<file path="config.mk">
export PLATFORM = sky130hd
export DESIGN_NAME = bufload_serializer
export DESIGN_NICKNAME = d
export VERILOG_FILES = /design/src/rtl/bls_pkg.sv /design/src/rtl/bls_sync.sv /design/src/rtl/bls_ctrl.sv /design/src/rtl/bls_capture.sv /design/src/rtl/bls_shift.sv /design/src/rtl/bufload_serializer.sv
export SDC_FILE = /design/constraint.sdc
export NUM_CORES = 1
export LEC_CHECK = 0
export BUFFER_PORTS_ARGS = -buffer_cell sky130_fd_sc_hd__buf_4
export CAP_MARGIN = 20
export CORE_MARGIN = 2
export CORE_UTILIZATION = 35
export CTS_BUF_LIST = sky130_fd_sc_hd__clkbuf_8
export DETAILED_ROUTE_END_ITERATION = 8
export GPL_ROUTABILITY_DRIVEN = 0
export MAX_ROUTING_LAYER = met4
export PLACE_DENSITY = 0.52
export REMOVE_ABC_BUFFERS = 1
export SYNTH_ARGS = -nofsm -noshare
export SYNTH_HDL_FRONTEND = slang
export SYNTH_SLANG_ARGS = --single-unit
</file>
<file path="constraint.sdc">
create_clock -name clk -period 3.2 [get_ports clk]
set_input_delay 0.16 -clock clk [delete_from_list [all_inputs] [get_ports clk]]
set_output_delay 0.16 -clock clk [all_outputs]
set_load 0.005 [all_outputs]
</file>
<file path="src/rtl/bls_pkg.sv">
package bls_pkg;
   // Action applied to the shift stages on the next system clock edge
   typedef enum logic [1:0] {
      STG_HOLD  = 2'd0,
      STG_CLEAR = 2'd1,
      STG_LOAD  = 2'd2,
      STG_SHIFT = 2'd3
   } stg_act_t;
endpackage

</file>
<file path="src/rtl/bls_sync.sv">
module bls_sync #(
   parameter int   STAGES  = 2,
   parameter logic RST_VAL = 1'b0
) (
   input  logic clk,
   input  logic rst_n,
   input  logic d,
   output logic q
);
   logic [STAGES-1:0] chain;

   always_ff @(posedge clk or negedge rst_n) begin
      if (!rst_n) chain <= {STAGES{RST_VAL}};
      else        chain <= {chain[STAGES-2:0], d};
   end

   assign q = chain[STAGES-1];
endmodule

</file>
<file path="src/rtl/bls_ctrl.sv">
module bls_ctrl
   import bls_pkg::*;
(
   input  logic     clk,
   input  logic     rst_n,
   input  logic     cap_lvl,
   input  logic     sh_lvl,
   input  logic     ld_n_lvl,
   input  logic     clr_n_lvl,
   output logic     cap_rise,
   output logic     sh_rise,
   output stg_act_t act,
   output logic     bypass,
   output logic     err
);
   logic cap_prev, sh_prev;

   // Stored strobe levels start low so reset never fabricates an edge
   always_ff @(posedge clk or negedge rst_n) begin
      if (!rst_n) begin
         cap_prev <= 1'b0;
         sh_prev  <= 1'b0;
         err      <= 1'b0;
      end else begin
         cap_prev <= cap_lvl;
         sh_prev  <= sh_lvl;
         err      <= ~clr_n_lvl & ~ld_n_lvl;
      end
   end

   assign cap_rise = cap_lvl & ~cap_prev;
   assign sh_rise  = sh_lvl & ~sh_prev;
   assign bypass   = cap_rise;

   // Priority: clear, then level load (strobe low), then shift edge
   always_comb begin
      if (!clr_n_lvl)                 act = STG_CLEAR;
      else if (!ld_n_lvl && !sh_lvl)  act = STG_LOAD;
      else if (ld_n_lvl && sh_rise)   act = STG_SHIFT;
      else                            act = STG_HOLD;
   end
endmodule

</file>
<file path="src/rtl/bls_capture.sv">
module bls_capture #(
   parameter int WIDTH = 8
) (
   input  logic             clk,
   input  logic             rst_n,
   input  logic             cap_rise,
   input  logic [WIDTH-1:0] din,
   output logic [WIDTH-1:0] cap_q
);
   always_ff @(posedge clk or negedge rst_n) begin
      if (!rst_n)        cap_q <= '0;
      else if (cap_rise) cap_q <= din;
   end
endmodule

</file>
<file path="src/rtl/bls_shift.sv">
module bls_shift
   import bls_pkg::*;
#(
   parameter int WIDTH = 8
) (
   input  logic             clk,
   input  logic             rst_n,
   input  stg_act_t         act,
   input  logic             bypass,
   input  logic [WIDTH-1:0] cap_q,
   input  logic [WIDTH-1:0] din,
   input  logic             ser_in,
   output logic [WIDTH-1:0] stages
);
   logic [WIDTH-1:0] shifted;
   logic [WIDTH-1:0] load_src;

   generate
      for (genvar i = 0; i < WIDTH; i++) begin : g_stage
         if (i == 0) begin : g_head
            assign shifted[i] = ser_in;
         end else begin : g_body
            assign shifted[i] = stages[i-1];
         end
      end
   endgenerate

   // Fresh capture data overtakes the holding register in the same update
   assign load_src = bypass ? din : cap_q;

   always_ff @(posedge clk or negedge rst_n) begin
      if (!rst_n) stages <= '0;
      else begin
         unique case (act)
            STG_CLEAR: stages <= '0;
            STG_LOAD:  stages <= load_src;
            STG_SHIFT: stages <= shifted;
            default:   stages <= stages;
         endcase
      end
   end
endmodule

</file>
<file path="src/rtl/bufload_serializer.sv">
module bufload_serializer
   import bls_pkg::*;
#(
   parameter int WIDTH       = 8,
   parameter int SYNC_STAGES = 2
) (
   input  logic             clk,
   input  logic             rst_n,
   input  logic [WIDTH-1:0] par_in,
   input  logic             ser_in,
   input  logic             cap_stb,
   input  logic             sh_stb,
   input  logic             load_n,
   input  logic             clear_n,
   output logic             ser_out,
   output logic             illegal
);
   localparam int MSB = WIDTH - 1;

   generate
      if (WIDTH < 2) begin : g_bad_width
         $error("bufload_serializer: WIDTH must be at least 2");
      end
      if (SYNC_STAGES < 2) begin : g_bad_sync
         $error("bufload_serializer: SYNC_STAGES must be at least 2");
      end
   endgenerate

   logic cap_s, sh_s, ld_n_s, clr_n_s;
   logic cap_rise, sh_rise, bypass;
   stg_act_t act;
   logic [WIDTH-1:0] cap_q;
   logic [WIDTH-1:0] stages;

   bls_sync #(.STAGES(SYNC_STAGES), .RST_VAL(1'b0)) u_sync_cap (
      .clk(clk), .rst_n(rst_n), .d(cap_stb), .q(cap_s));
   bls_sync #(.STAGES(SYNC_STAGES), .RST_VAL(1'b0)) u_sync_sh (
      .clk(clk), .rst_n(rst_n), .d(sh_stb), .q(sh_s));
   bls_sync #(.STAGES(SYNC_STAGES), .RST_VAL(1'b1)) u_sync_ld (
      .clk(clk), .rst_n(rst_n), .d(load_n), .q(ld_n_s));
   bls_sync #(.STAGES(SYNC_STAGES), .RST_VAL(1'b1)) u_sync_clr (
      .clk(clk), .rst_n(rst_n), .d(clear_n), .q(clr_n_s));

   bls_ctrl u_ctrl (
      .clk(clk), .rst_n(rst_n),
      .cap_lvl(cap_s), .sh_lvl(sh_s), .ld_n_lvl(ld_n_s), .clr_n_lvl(clr_n_s),
      .cap_rise(cap_rise), .sh_rise(sh_rise), .act(act),
      .bypass(bypass), .err(illegal));

   bls_capture #(.WIDTH(WIDTH)) u_cap (
      .clk(clk), .rst_n(rst_n), .cap_rise(cap_rise), .din(par_in), .cap_q(cap_q));

   bls_shift #(.WIDTH(WIDTH)) u_shift (
      .clk(clk), .rst_n(rst_n), .act(act), .bypass(bypass),
      .cap_q(cap_q), .din(par_in), .ser_in(ser_in), .stages(stages));

   assign ser_out = stages[MSB];
endmodule

</file>
# After elaboration in Yosys (flattened, before gate mapping)
# Cells that the tools add are included.
[totals]
elab_cells = 29
out_inout_bits = 2
reg_bits = 27
inputBits = 15
[op_classes]
n_eq_ne = 3
muxes = 5
bitwise_logic = 7
reduce_logical = 5
[op_table]
columns = ["cell", "n"]
rows = [
  ["$pmux 8 s3", 1],
  ["$mux 8", 1],
  ["$mux 2", 3],
  ["$eq 2x2->1 const B", 2],
  ["$not 1->1", 4],
  ["$and 1x1->1", 3],
  ["$reduce_bool 3->1", 1],
  ["$eq 2x1->1 const B", 1],
  ["$logic_and 1x1->1", 2],
  ["$logic_not 1->1", 2],
]

# Longest topological paths before layout
# Gate-level depths: netlist of the first run.
[logic_depth]
word_depth = 8
ltp_mapped = 4
ltp_nobuf = 3

# Modules after synthesis
# A second synthesis of the first run with hierarchy kept.
[hier_totals]
hier_cells = 75
area_unflattened_um2 = 1179.9
[by_module_without_submodules]
columns = ["mod", "n_inst", "cells_per_inst", "area_each_um2", "seq_area_each_um2"]
rows = [
  ["bls_shift", 1, 39, 515.5, 200.2],
  ["bls_capture", 1, 17, 331.6, 200.2],
  ["bls_ctrl", 1, 11, 127.6, 75.1],
  ["bls_sync (u_sync_clr ...)", 2, 2, 52.6, 52.6],
  ["bls_sync (u_sync_cap ...)", 2, 2, 50.0, 50.0],
]

# Least setup slack after synthesis of the first run
# Ideal clock, no wire load.
[synth_timing]
path_type = "register to register"
start = "register u_sync_clr.chain[1]"
end = "register u_shift.stages[0]"
path_slack_ps = 1957
arrival_time_ps = 1152
path_stages_with_launch = 4
setup_time_ps = 92
period_less_slack_ps = 1243
required_ps = 3108
path_buffers = 1
cell_sequence = "dfstp_2 or3b_1 buf_6 o221ai_1"
[synth_via]
elab_chain_cells = 3
word_cells_on_any_way = 6
[synth_lines]
columns = ["item", "line", "rtl"]
rows = [
  ["from (decl)", "bls_sync.sv:10", "logic [STAGES-1:0] chain;"],
  ["from (signal assigned)", "bls_sync.sv:13", "if (!rst_n) chain <= {STAGES{RST_VAL}};"],
  ["from (signal assigned)", "bls_sync.sv:14", "else chain <= {chain[STAGES-2:0], d};"],
  ["$mux 2 (*)", "bls_ctrl.sv:37", "if (!clr_n_lvl) act = STG_CLEAR;"],
  ["$eq 2x2->1 or $eq 2x1->1 (tied branches)", "bls_shift.sv:34", "unique case (act)"],
  ["$pmux 8 s3 or $reduce_bool 3->1 (tied branches)", "n/a", ""],
  ["to (signal assigned)", "bls_shift.sv:36", "STG_LOAD: stages <= load_src;"],
  ["to (signal assigned)", "bls_shift.sv:37", "STG_SHIFT: stages <= shifted;"],
  ["to (signal assigned)", "bls_shift.sv:38", "default: stages <= stages;"],
  ["to (decl)", "bls_shift.sv:13", "output logic [WIDTH-1:0] stages"],
]
# Every way passes the cells marked *; elsewhere a longest branch is shown, timed or not.
# A chain may end at the register's enable or synchronous reset.

# Worst setup path after layout of the first run
[layout_timing]
start = "register u_sync_cap.chain[1]"
end = "register u_shift.stages[3]"
[layout_via]
elab_chain_cells = 3
[layout_lines]
columns = ["item", "line", "rtl"]
rows = [
  ["from (decl)", "bls_sync.sv:10", ""],
  ["from (signal assigned)", "bls_sync.sv:13", ""],
  ["from (signal assigned)", "bls_sync.sv:14", ""],
  ["$and 1x1->1", "bls_ctrl.sv:31", "assign cap_rise = cap_lvl & ~cap_prev;"],
  ["$mux 8", "n/a", ""],
  ["$pmux 8 s3", "bls_shift.sv:34", ""],
]
# No other way between the ends.

==> results_dict.tcl, run 1 <==
set metrics [dict create \
    cpPeakStageDelay_ps 800 \
    grt_antenna_before_repair 0 \
    syn_area_um2 985 \
    initial_core_util_pct 36.3 \
    cp.required_ps 3310 \
    synth.top_cells.by_area "dfrtp_1 (58%), dfstp_2 (11%), mux2i_1 (8.1%)" \
    grt_pass1_wl_um 2780 \
    antenna_cells 0 \
    drt-initial-drc-count 20 \
    p_leak_nw 0.574 \
    seq_area_um2 681 \
    fp-row-count 19 \
    fin_crit_sh_pct 55.6 \
    cts_root_buffer "clkbuf_8" \
    synth_largest_area_cell "dfrtp_1" \
    yosysTopAreaCellShare_pct 58.4 \
    slew_headroom_pct 32.5 \
    syn_avg_cell_area_um2 13.0 \
    min_path_type "input pin to flip-flop" \
    yosysSeqAreaShare_pct 69.1 \
    dpl-instance-area_mm2 0.00112 \
    worst_pin_slew_ps 1010 \
    multi_input_area_um2 224 \
    synth_cell_type_count 15 \
    end_kind "flip-flop" \
    cp.arrival_ps 1890 \
    yosys_warnings 0 \
    clock_path_buffers 2 \
    die_x_um 57.0 \
    rsz0062_at_grt "no" \
    htree_num_levels 1 \
    route.detailed.drc 0 \
    crit_fanout 8 \
    vias_per_cell 4.57 \
    coreArea_mm2 0.00271 \
    power_density_mw_per_mm2 517 \
    globalRouteOverflowTotal 0 \
    grt_util_all_layers_pct 11.7 \
    area_delta_synth_final_pct 23.8 \
    final_util_pct 45.0 \
    crit_chain "nor2b_1 -> mux2i_1 -> o221ai_1" \
    post_cts_resized 0 \
    setup_viol 0 \
    r2r_slack_ps 1420 \
    ios 17 \
    clk_pin_slew_ps 90 \
    vdd_drop_max_mv 0.231 \
    finalSetupTns_ps 0 \
    worst_path_max_delay_cell "nor2b_1" \
    crit_buf_inv 0 \
    grt_max_degree 28 \
    clkLatencyLatePin_ps 260 \
    cts_tree "built" \
    firstDrtPassIters 3 \
    clock-sinks 27 \
    crit_family "simple AND/OR/NAND/NOR gates" \
    cts_buffers 3 \
    drive_gt1_share_pct 23.5 \
    drv_slew 0 \
    port_buffers 16 \
    clock_skew_ps 2.82 \
    period_needed_ps 1780 \
    fp.dieArea_mm2 0.00325 \
    die_h_um 57.0 \
    max_cap_violations 0 \
    post_drt_wl_per_cell_um 12.1 \
    outcome "finished, final reports clean" \
    final_nets 114 \
    startpoint_type "flip-flop" \
    final_area_mm2 0.00122 \
    dp.final_hpwl_um 1010 \
    critPathKind "flip-flop to flip-flop" \
    hold_violations 0 \
    netlist_instances 76 \
    max_freq_mhz 563 \
    ant_nets 0 \
    drt-total-wl_um 1570 \
    num_vias 590 \
    grt_pass1_vias 627 \
    ys_seq_elements 27 \
    fillers 279 \
    hold_ws_ps 97.9 \
]
## where the power goes
| part | internal [mW] | switching [mW] | total, mW |
|---|---|---|---|
| sequential | 0.372 | 0.0108 | 0.383 |
| clock | 0.0858 | 0.0981 | 0.184 |
| combinational | 0.0321 | 0.0311 | 0.0632 |
## tightest hold or removal path, stage by stage
cell      delay (ps)
buf_4             80
nand2_1           40
o221ai_1          50
## logic make-up (layout without fill, tap and decap cells)
family | after synthesis | count (layout) | share of synthesized area [%]
compound gates | 9 | 9 | 7.88
buf+inv | 19 | 41 | 8.13
flops | 27 | 27 | 69.1
mux | 8 | 8 | 8.13
simple gates | 13 | 13 | 6.74
## timing repair
action / CTS / global route
setup endpoints to repair: 0 / 0
hold buffers: 5 / 0
hold endpoints to repair: 27 / 0
setup buffers: 0 / 0
## synth_stat cells
cell and count:
dfrtp_1 23, inv_1 16, mux2i_1 8, nand2_1 8, o221ai_1 8, dfstp_2 4, and4b_1 1, buf_1 1
buf_2 1, buf_6 1, nand3b_1 1, nor2_1 1, nor2b_1 1, o211ai_1 1, or3b_1 1
## registers in the layout, summed over array words and instances (netlist names)
register,count
u_sync_sh.chain,2
u_ctrl.err,1
u_cap.cap_q,8
u_sync_cap.chain,2
u_ctrl.cap_prev,1
u_ctrl.sh_prev,1
u_sync_clr.chain,2
u_sync_ld.chain,2
u_shift.stages,8
## routing by layer
layer	routed length (um)	track usage [%]	up-vias
met4	14	5.98	0
li1	-	-	292
met2	771	18.9	13
met3	55	2.72	2
met1	725	13.6	283
met5	0	-	-
## cell type report
| cell class | count | share of cell area, % |
|---|---|---|
| repair buffers | 21 | 14.0 |
| flip-flops and latches | 27 | 55.9 |
| clock buffers | 3 | 3.39 |
| inverters | 16 | 4.93 |
| well taps | 31 | 3.18 |
| multi-input cells | 30 | 18.4 |
| clock inverters | 1 | 0.308 |
## path summary, 6_finish.rpt
| check | end | depth (start not counted) | start |
|---|---|---|---|
| setup / recovery | u_shift.stages[3]$_DFFE_PN0P_ | 3 | u_sync_cap.chain[1]$_DFF_PN0_ |
| hold / removal | u_shift.stages[0]$_DFFE_PN0P_ | 3 | ser_in |
| setup reg to reg | u_shift.stages[3]$_DFFE_PN0P_ | 3 | u_sync_cap.chain[1]$_DFF_PN0_ |
| hold reg to reg | u_sync_cap.chain[1]$_DFF_PN0_ | 0 | u_sync_cap.chain[0]$_DFF_PN0_ |
| max in group asynchronous | u_sync_clr.chain[1]$_DFF_PN1_ | 2 | rst_n |
| min in group asynchronous | u_cap.cap_q[2]$_DFF_PN0_ | 2 | rst_n |
## stage by stage
| step | std cells | power [mW] | worst slack (ps) |
|---|---|---|---|
| 2_1_floorplan | 73 | 0.418 | 1740 |
| 3_3_place_gp | 120 | 0.448 | 1450 |
| 3_5_place_dp | 120 | 0.450 | 1400 |
| 4_1_cts | 129 | 0.643 | 1380 |
| 5_1_grt | 129 | 0.667 | 1300 |
| 6_report | 129 | 0.630 | 1420 |
## cell usage in the layout (no fill, tap or decap)
cell,instances
nor2_1,1
mux2i_1,8
or3b_1,1
and4b_1,1
dfstp_2,4
nor2b_1,1
o211ai_1,1
nand2_1,8
dlygate4sd3_1,5
inv_1,17
clkbuf_8,3
dfrtp_1,23
nand3b_1,1
buf_4,16
o221ai_1,8
Power figures use the tool's default switching activity.
==> run 2: changes to the inputs <==
==> constraint.sdc (replaced) <==
create_clock -name clk -period 1.7 [get_ports clk]
set_input_delay 0.085 -clock clk [delete_from_list [all_inputs] [get_ports clk]]
set_output_delay 0.085 -clock clk [all_outputs]
set_load 0.005 [all_outputs]
==> run 2 against run 1 <==
Effect of this change:
- die area stayed put
- worst hold slack worse by 75 ps
- clock power is 93% higher
- sequential share of layout area is 0.40 points lower
- setup slack worse by 1100 ps
- clock skew is 3.7 ps higher
==> results_dict.tcl, run 2 (synthesis results as in run 1) <==
set metrics [dict create \
    finalSetupTns_ps 0 \
    drt-total-wl_um 1580 \
    post_cts_resized 0 \
    worst_path_max_delay_cell "dfstp_2" \
    worst_pin_slew_ps 619 \
    crit_chain "or3b_1 -> o221ai_1" \
    cp.required_ps 1880 \
    final_cell_mix "dfrtp_1 (23), buf_4 (17), inv_1 (16)" \
    period_needed_ps 1360 \
    area_delta_synth_final_pct 24.7 \
    power.total_mw 1.20 \
    fin_crit_sh_pct 79.8 \
    grt_pass1_vias 591 \
    drive_gt1_share_pct 25.3 \
    htree_num_levels 1 \
    layout_commonest_cell "dfrtp_1" \
    max_freq_mhz 737 \
    critPathKind "flip-flop to flip-flop" \
    die_x_um 57.0 \
    die_h_um 57.0 \
    end_kind "flip-flop" \
    vdd_drop_max_mv 0.558 \
    final_nets 115 \
    grt_util_all_layers_pct 11.6 \
    cp_num_cells 2 \
    fillers 280 \
    min_path_type "input pin to flip-flop" \
    crit_family "flip-flops" \
    hold_violations 0 \
    initial_core_util_pct 36.3 \
    antenna_cells 0 \
    fp.dieArea_mm2 0.00325 \
    rsz0062_at_grt "no" \
    clock_path_buffers 2 \
    min_path_cells 3 \
    route.detailed.drc 0 \
    firstDrtPassIters 4 \
    port_buffers 16 \
    crit_buf_inv 0 \
    max_cap_violations 0 \
    crit_fanout 8 \
    final_util_pct 45.3 \
    power_density_mw_per_mm2 976 \
    ant_nets 0 \
    cpPeakStageDelay_ps 550 \
    r2r_cells 2 \
    clock-sinks 27 \
    final_area_mm2 0.00123 \
    post_drt_wl_per_cell_um 12.2 \
    vias_per_cell 4.49 \
    grt_pass1_wl_um 2760 \
    drv_slew 0 \
    coreArea_mm2 0.00271 \
    clkLatencyLatePin_ps 270 \
    p_leak_nw 0.577 \
    cts_root_buffer "clkbuf_8" \
    startpoint_type "flip-flop" \
    clock_skew_ps 6.48 \
    dp.final_hpwl_um 1030 \
    reg.largest.list "u_cap.cap_q x8, u_shift.stages x8" \
    outcome "finished, final reports clean" \
    fp-row-count 19 \
    cts_tree "built" \
    cp.arrival_ps 1540 \
    slew_headroom_pct 58.6 \
    grt_antenna_before_repair 0 \
    clk_pin_slew_ps 90 \
    globalRouteOverflowTotal 0 \
    dpl-instance-area_mm2 0.00113 \
    multi_input_area_um2 224 \
    grt_max_degree 28 \
    ios 17 \
    drt-initial-drc-count 16 \
    setup_viol 0 \
    cts_buffers 3 \
    num_vias 584 \
    seq_area_um2 681 \
]
==> run 2: final cells by class <==
cell class,count,area share [%]
multi-input combinational,30,18.2
timing repair buffer,22,14.5
sequential,27,55.5
tap,31,3.16
clock inverter,1,0.408
clock buffer,3,3.36
inverter,16,4.89
==> run 2: through the flow <==
step | cells | hold WS (ps) | setup WS, ps
2_1_floorplan | 73 | -211 | 237
3_3_place_gp | 121 | 13.2 | 400
3_5_place_dp | 121 | 18.4 | 356
4_1_cts | 130 | 23.0 | 336
5_1_grt | 130 | 20.2 | 250
6_report | 130 | 23.2 | 343
==> run 2: power by group <==
group | internal [mW] | total [mW] | switching (mW)
clock network | 0.164 | 0.356 | 0.192
logic | 0.0617 | 0.121 | 0.0594
registers | 0.700 | 0.721 | 0.0209
total | 0.925 | 1.20 | 0.273
==> run 2: final timing paths <==
| check | startpoint | end | slack [ps] |
|---|---|---|---|
| min reg2reg | u_sync_cap.chain[0]$_DFF_PN0_ | u_sync_cap.chain[1]$_DFF_PN0_ | 350 |
| max reg2reg | u_sync_clr.chain[1]$_DFF_PN1_ | u_shift.stages[6]$_DFFE_PN0P_ | 340 |
| max | u_sync_clr.chain[1]$_DFF_PN1_ | u_shift.stages[6]$_DFFE_PN0P_ | 340 |
| min in group asynchronous | rst_n | u_cap.cap_q[3]$_DFF_PN0_ | 250 |
| min | ser_in | u_shift.stages[0]$_DFFE_PN0P_ | 20 |
| max in group asynchronous | rst_n | u_sync_ld.chain[1]$_DFF_PN1_ | 1140 |
==> run 2: routing by layer <==
layer / track usage (%) / vias up / routed length, um
li1: - / 294 / -
met1: 15.0 / 271 / 721
met2: 17.6 / 17 / 778
met3: 2.04 / 2 / 69
met4: 5.98 / 0 / 13
met5: - / - / 0
==> run 2: worst min-delay path, cell delays in order <==
cell and delay, ps:
buf_4 80, nand2_1 40, o221ai_1 60
==> run 2: timing repair <==
item | 4_1_cts | 5_1_grt
hold endpoints to repair | 27 | 0
setup buffers | 0 | 0
hold buffers | 5 | 0
